`config.mk`:
```
export PLATFORM = sky130hd
export DESIGN_NAME = synth_prog_ctrl
export DESIGN_NICKNAME = d
export VERILOG_FILES = /design/src/rtl/prog_pkg.sv /design/src/rtl/prog_sync.sv /design/src/rtl/prog_divreg.sv /design/src/rtl/prog_enhreg.sv /design/src/rtl/synth_prog_ctrl.sv
export SDC_FILE = /design/constraint.sdc
export NUM_CORES = 1
export LEC_CHECK = 0
export BUFFER_PORTS_ARGS = -buffer_cell sky130_fd_sc_hd__buf_2
export CAP_MARGIN = 10
export CORE_ASPECT_RATIO = 0.7
export CORE_MARGIN = 2
export CORE_UTILIZATION = 50
export CTS_BUF_LIST = sky130_fd_sc_hd__clkbuf_8 sky130_fd_sc_hd__clkbuf_16
export DETAILED_ROUTE_END_ITERATION = 8
export PLACE_DENSITY = 0.73
export SYNTH_ARGS = -nofsm -noshare
export SYNTH_HDL_FRONTEND = slang
export SYNTH_SLANG_ARGS = --single-unit
```
`constraint.sdc`:
```
create_clock -name clk -period 4.75 [get_ports clk]
set_input_delay 0 -clock clk [delete_from_list [all_inputs] [get_ports clk]]
set_output_delay 0 -clock clk [all_outputs]
set_load 0.03 [all_outputs]
```
`src/rtl/prog_pkg.sv`:
```
package prog_pkg;
  localparam int FRAME_W   = 20;
  localparam int ENH_W     = 8;
  localparam int BUS_W     = 8;
  localparam int R_W       = 6;
  localparam int M_W       = 9;
  localparam int A_W       = 4;
  localparam int PIN_M_W   = 7;
  localparam int PIN_R_W   = 4;

  // bit positions of the frame; the serial order depends on them
  localparam int F_RHI_LSB = 18;
  localparam int F_MHI_LSB = 16;
  localparam int F_PRE     = 15;
  localparam int F_MLO_LSB = 8;
  localparam int F_RLO_LSB = 4;
  localparam int F_A_LSB   = 0;

  // enhancement bit functions
  localparam int E_PWR     = 3;
  localparam int E_LOAD    = 4;
  localparam int E_MSEL    = 5;
  localparam int E_PRESC   = 6;
  localparam int E_MOFF    = 7;
  localparam int E_RSV_W   = 3;

  // synchronized strobe indices
  localparam int ST_SCK    = 0;
  localparam int ST_SLOAD  = 1;
  localparam int ST_EWR    = 2;
  localparam int ST_HOP    = 3;
  localparam int ST_MLO    = 4;
  localparam int ST_MHI    = 5;
  localparam int ST_RA     = 6;
  localparam int ST_N      = 7;

  typedef enum logic [1:0] {
    MODE_PAR = 2'd0,
    MODE_SER = 2'd1,
    MODE_DIR = 2'd2
  } prog_mode_e;

  typedef struct packed {
    logic [R_W-1:0] r;
    logic [M_W-1:0] m;
    logic [A_W-1:0] a;
    logic           pre_en;
  } div_cfg_t;
endpackage

```
`src/rtl/prog_sync.sv`:
```
module prog_sync #(
  parameter int W      = 1,
  parameter int STAGES = 2
) (
  input  logic         clk,
  input  logic         rst_n,
  input  logic [W-1:0] d,
  output logic [W-1:0] q
);
  logic [W-1:0] pipe [STAGES];

  always_ff @(posedge clk or negedge rst_n) begin
    if (!rst_n) begin
      for (int i = 0; i < STAGES; i++) pipe[i] <= '0;
    end else begin
      pipe[0] <= d;
      for (int i = 1; i < STAGES; i++) pipe[i] <= pipe[i-1];
    end
  end

  assign q = pipe[STAGES-1];
endmodule

```
`src/rtl/prog_divreg.sv`:
```
module prog_divreg
  import prog_pkg::*;
(
  input  logic               clk,
  input  logic               rst_n,
  input  prog_mode_e         mode,
  input  logic               sck_rise,
  input  logic               sdi,
  input  logic               sload_lvl,
  input  logic               sload_rise,
  input  logic               ewr_lvl,
  input  logic               hop_rise,
  input  logic               mlo_rise,
  input  logic               mhi_rise,
  input  logic               ra_rise,
  input  logic [BUS_W-1:0]   pbus,
  output logic [FRAME_W-1:0] prim_q,
  output logic [FRAME_W-1:0] sec_q
);
  logic copy_now;

  assign copy_now = (mode != MODE_DIR) &&
                    (hop_rise || (mode == MODE_SER && sload_rise));

  always_ff @(posedge clk or negedge rst_n) begin
    if (!rst_n) begin
      prim_q <= '0;
      sec_q  <= '0;
    end else begin
      unique case (mode)
        MODE_SER: begin
          if (sck_rise && !sload_lvl && !ewr_lvl)
            prim_q <= {prim_q[FRAME_W-2:0], sdi};
        end
        MODE_PAR: begin
          if (mlo_rise) prim_q[F_PRE:F_MLO_LSB]       <= pbus;
          if (mhi_rise) prim_q[FRAME_W-1:F_MHI_LSB]   <= pbus[3:0];
          if (ra_rise)  prim_q[F_MLO_LSB-1:F_A_LSB]   <= pbus;
        end
        default: ;
      endcase
      if (copy_now) sec_q <= prim_q;
    end
  end
endmodule

```
`src/rtl/prog_enhreg.sv`:
```
module prog_enhreg
  import prog_pkg::*;
(
  input  logic             clk,
  input  logic             rst_n,
  input  prog_mode_e       mode,
  input  logic             sck_rise,
  input  logic             sdi,
  input  logic             sload_lvl,
  input  logic             ewr_lvl,
  input  logic             ewr_rise,
  input  logic             ewr_fall,
  input  logic [BUS_W-1:0] pbus,
  output logic [ENH_W-1:0] enh_q
);
  logic [ENH_W-1:0] shadow;

  always_ff @(posedge clk or negedge rst_n) begin
    if (!rst_n) begin
      shadow <= '0;
      enh_q  <= '0;
    end else begin
      if (mode == MODE_SER && sck_rise && ewr_lvl && !sload_lvl)
        shadow <= {shadow[ENH_W-2:0], sdi};
      if (mode == MODE_SER && ewr_fall)
        enh_q <= {shadow[ENH_W-1:E_RSV_W], {E_RSV_W{1'b0}}};
      else if (mode == MODE_PAR && ewr_rise)
        enh_q <= {pbus[ENH_W-1:E_RSV_W], {E_RSV_W{1'b0}}};
    end
  end
endmodule

```
`src/rtl/synth_prog_ctrl.sv`:
```
module synth_prog_ctrl
  import prog_pkg::*;
#(
  parameter int SYNC_STAGES = 2
) (
  input  logic               clk,
  input  logic               rst_n,
  input  logic               mode_direct,
  input  logic               mode_serial,
  input  logic               sck,
  input  logic               sdi,
  input  logic               sload,
  input  logic               ewr,
  input  logic               hop,
  input  logic               wr_mlo,
  input  logic               wr_mhi,
  input  logic               wr_ra,
  input  logic [7:0]         pbus,
  input  logic               use_primary,
  input  logic               enh_en_n,
  input  logic               pin_pre_en,
  input  logic [6:0]         pin_m,
  input  logic [3:0]         pin_r,
  input  logic [3:0]         pin_a,
  output logic [5:0]         div_r,
  output logic [8:0]         div_m,
  output logic [3:0]         div_a,
  output logic               div_pre_en,
  output logic [7:0]         enh_q,
  output logic               pwr_down,
  output logic               load_cont,
  output logic               dout_msel,
  output logic               dout_presc,
  output logic               mon_off
);
  localparam int DAT_W = BUS_W + 1;

  prog_mode_e         mode;
  logic [ST_N-1:0]    strb_raw, strb_s, strb_d, strb_rise, strb_fall;
  logic [DAT_W-1:0]   dat_s;
  logic [BUS_W-1:0]   pbus_s;
  logic               sdi_s;
  logic [FRAME_W-1:0] prim_w, sec_w, sel_w;
  logic               enh_on;

  assign mode = mode_direct ? MODE_DIR : (mode_serial ? MODE_SER : MODE_PAR);

  assign strb_raw = {wr_ra, wr_mhi, wr_mlo, hop, ewr, sload, sck};

  prog_sync #(.W(ST_N), .STAGES(SYNC_STAGES)) u_sync_strb (
    .clk(clk), .rst_n(rst_n), .d(strb_raw), .q(strb_s)
  );

  prog_sync #(.W(DAT_W), .STAGES(SYNC_STAGES)) u_sync_dat (
    .clk(clk), .rst_n(rst_n), .d({sdi, pbus}), .q(dat_s)
  );

  assign sdi_s  = dat_s[DAT_W-1];
  assign pbus_s = dat_s[BUS_W-1:0];

  always_ff @(posedge clk or negedge rst_n) begin
    if (!rst_n) strb_d <= '0;
    else        strb_d <= strb_s;
  end

  for (genvar g = 0; g < ST_N; g++) begin : g_edge
    assign strb_rise[g] =  strb_s[g] & ~strb_d[g];
    assign strb_fall[g] = ~strb_s[g] &  strb_d[g];
  end

  prog_divreg u_divreg (
    .clk(clk), .rst_n(rst_n), .mode(mode),
    .sck_rise(strb_rise[ST_SCK]), .sdi(sdi_s),
    .sload_lvl(strb_s[ST_SLOAD]), .sload_rise(strb_rise[ST_SLOAD]),
    .ewr_lvl(strb_s[ST_EWR]), .hop_rise(strb_rise[ST_HOP]),
    .mlo_rise(strb_rise[ST_MLO]), .mhi_rise(strb_rise[ST_MHI]),
    .ra_rise(strb_rise[ST_RA]), .pbus(pbus_s),
    .prim_q(prim_w), .sec_q(sec_w)
  );

  prog_enhreg u_enhreg (
    .clk(clk), .rst_n(rst_n), .mode(mode),
    .sck_rise(strb_rise[ST_SCK]), .sdi(sdi_s),
    .sload_lvl(strb_s[ST_SLOAD]), .ewr_lvl(strb_s[ST_EWR]),
    .ewr_rise(strb_rise[ST_EWR]), .ewr_fall(strb_fall[ST_EWR]),
    .pbus(pbus_s), .enh_q(enh_q)
  );

  assign sel_w = use_primary ? prim_w : sec_w;

  always_comb begin
    if (mode == MODE_DIR) begin
      div_r      = {2'b00, pin_r};
      div_m      = {2'b00, pin_m};
      div_a      = pin_a;
      div_pre_en = pin_pre_en;
    end else begin
      div_r      = {sel_w[FRAME_W-1:F_RHI_LSB], sel_w[F_MLO_LSB-1:F_RLO_LSB]};
      div_m      = {sel_w[F_RHI_LSB-1:F_MHI_LSB], sel_w[F_PRE-1:F_MLO_LSB]};
      div_a      = sel_w[F_RLO_LSB-1:F_A_LSB];
      div_pre_en = sel_w[F_PRE];
    end
  end

  assign enh_on     = ~enh_en_n;
  assign pwr_down   = enh_on & enh_q[E_PWR];
  assign load_cont  = enh_on & enh_q[E_LOAD];
  assign mon_off    = enh_on & enh_q[E_MOFF];
  assign dout_msel  = enh_on & enh_q[E_MSEL];
  assign dout_presc = enh_on & enh_q[E_PRESC] & ~enh_q[E_MSEL];
endmodule

```
==> results.txt <==
Synth Cell Area - 3820 um^2
GRT Total Usage - 17.4%
Worst-path clk slew - 0.09 ns
sequential power share - 50.8%
slew margin rel. - 26.1%
share of the synthesized area in the top cell type - 60.2%
Initial Util - 52.0%
Crit. Startpoint - strb_d[1]
initial antenna violation count - 0
Die H - 77.2 um
Slew @ Worst Pin - 1.11 ns
RSZ-0062 raised after global routing - no
share of layout cells above drive strength 1 - 37.1%
Seq/Total Area, Yosys - 60.2%
max-slew violations - 0
via count - 2318
most common cell in the synthesized netlist - dfrtp_1
FF+latch count, synth - 92
Max Cap Violations - 0
dominant cell type by area after synthesis - dfrtp_1
ANT cells - 0
Lkg Pwr - 0.00218 uW
post-layout min period - 1.93 ns
TritonCTS buffer count - 9
sw frac - 32.0%
Fillers - 613
global-route wire length before repair - 11.1 mm
setup violators final - 0
first-pass detailed-route iteration total - 4
Synth top cells by count - 92 x dfrtp_1, 48 x mux2_2, 32 x mux2i_1
WHS - 0.0488 ns
largest fanout on the critical path - 20
Die Area - 8370 um^2
nets - 405
Area contributors post-synth - dfrtp_1 60%, mux2_2 14%, mux2i_1 8.4%
asr flop ratio synth - 100%
Yosys warning total - 0
number of DRC markers in iteration 0 - 79
largest net degree at the start of global routing - 72
drt total wl - 6.61 mm
Fin Setup TNS - 0 ns
vias in the first global route - 2264
Post-DRT Antenna Nets - 0
CTS HTree Levels - 3
Worst setup SP type - flop
Switch Pwr - 709 uW
Die W - 109 um
Final Hold Viols - 0
Hold WC Path Type - primary input to async pin
I/O Buffers - 67
distinct cell type count after synthesis - 28
routed vias/inst - 4.93
Setup CP Type - flop to flop
layout overhead on the synthesized area - 19.7%
Boundary Pins - 71
clock buffer depth - 2
WP data required - 4.99 ns
wire per inst - 14.1 um
post-DP HPWL - 4.50 mm
post-synthesis cell count - 286
Synth Area per Inst - 13.4 um^2
Max Freq - 519 MHz
peak supply drop - 0.000207 V
post-route clock period utilization - 40.6%
CP arrival - 2.17 ns
clock root buffer master - clkbuf_8
TritonCTS clock tree - built
Routability Congestion - 0.733
Fin Clk Skew - 0.0106 ns
Rows - 26
post-CTS repair timing setup buffer count - 0
Reg-to-Reg Start - strb_d[1]
Clock power frac - 24.2%
Int Pwr - 1500 uW
Synth Flop Type - dfrtp_1
power density over the cells - 484 nW/um^2
status - finished clean
EDFF count, synth - 0
DRC viols - 0
Gate power share - 25.0%
clock sinks - 92
grt ovf - 0
CORE AREA - 7350 um^2
PostCTS Resize Cnt - 0
# hold bufs at CTS - 17
Crit. End Element - flop
Skew-Pair Late Insertion Delay - 0.36 ns
==> layer usage <==
| layer | part of all wire [%] | track usage (%) | wire, um |
|---|---|---|---|
| met5 | 0 | 0 | 0 |
| met4 | 1.2 | 5.00 | 82 |
| met3 | 5.7 | 5.95 | 378 |
| met2 | 43 | 24.1 | 2830 |
| met1 | 50 | 26.0 | 3330 |
==> final timing paths <==
check	end	slack, ns	cells after the start
setup / recovery	u_divreg.sec_q[13]	2.82	3
hold / removal	u_sync_strb.pipe[10]	0.05	2
setup reg to reg	u_divreg.sec_q[13]	2.82	3
hold reg to reg	u_sync_dat.q[4]	0.35	0
max in group asynchronous	u_divreg.prim_q[10]	3.56	3
min in group clk	u_divreg.prim_q[8]	0.24	4
==> final cells by class <==
type / count / area [um^2] / share of cell area (%)
clock buffer: 10 / 138 / 3.01
sequential: 92 / 2300 / 50.3
inverter: 18 / 67.6 / 1.48
clock inverter: 6 / 72.6 / 1.59
multi-input combinational: 161 / 1360 / 29.7
timing repair buffer: 85 / 515 / 11.3
tap: 98 / 123 / 2.68
==> power by group through the flow <==
stage / clock (uW) / combinational, uW / sequential (uW)
2_1_floorplan: 0 / 411 / 1100
3_3_place_gp: 0 / 533 / 1130
3_5_place_dp: 0 / 548 / 1140
4_1_cts: 554 / 561 / 1130
5_1_grt: 590 / 614 / 1150
6_report: 536 / 553 / 1120
==> worst max-delay path, stage by stage, from the launching register on <==
cell	delay, ns
dfrtp_1	0.36
nand3b_1	0.17
a21oi_2	0.84
mux2_2	0.42
==> cell usage in the layout, fill, tap and decap left out <==
cell / instances
dfrtp_1: 92
buf_2: 66
mux2_2: 48
mux2i_1: 32
o21ai_0: 19
inv_1: 18
dlygate4sd3_1: 17
nand2_1: 16
a21oi_1: 13
clkbuf_8: 10
nor2_1: 6
nor3b_1: 4
a22oi_1: 3
conb_1: 3
clkinv_4: 3
nor2b_1: 2
o32ai_4: 2
nand3b_1: 2
buf_4: 2
nor3_1: 1
or2_1: 1
nand4bb_4: 1
or2_2: 1
o32a_1: 1
or3b_2: 1
nor4b_1: 1
and4bb_1: 1
or3b_1: 1
nand2b_1: 1
a21oi_2: 1
bufinv_16: 1
clkinv_2: 1
inv_8: 1
==> stage by stage <==
| stage | utilization, % | std cells | instance area [um^2] | total power [uW] | setup WS, ns |
|---|---|---|---|---|---|
| final | 62.3 | 470 | 4580 | 2210 | 2.82 |
| after global routing | 62.3 | 470 | 4580 | 2360 | 2.69 |
| after CTS | 62.3 | 470 | 4580 | 2240 | 2.79 |
| after detailed placement | 57.1 | 437 | 4200 | 1690 | 2.56 |
| after global placement | 57.1 | 437 | 4200 | 1660 | 2.62 |
| after floorplan | - | 288 | 3830 | 1520 | 3.19 |
==> flip-flops by register name (all words and copies together) (netlist names), 7 cells and up <==
name              count
u_sync_strb.pipe      7
strb_d                7
u_divreg.sec_q       20
u_enhreg.shadow       8
u_divreg.prim_q      20
u_sync_strb.q         7
u_sync_dat.pipe       9
u_sync_dat.q          9
==> logic make-up after synthesis <==
kind of cell	synth area share [%]
DFF	60.2
muxes	22.5
AOI/OAI and AO/OA	6.61
and+or+nand+nor	6.02
buffers and inverters	4.52
other	0.0981
(Power assumes the default switching activity.)
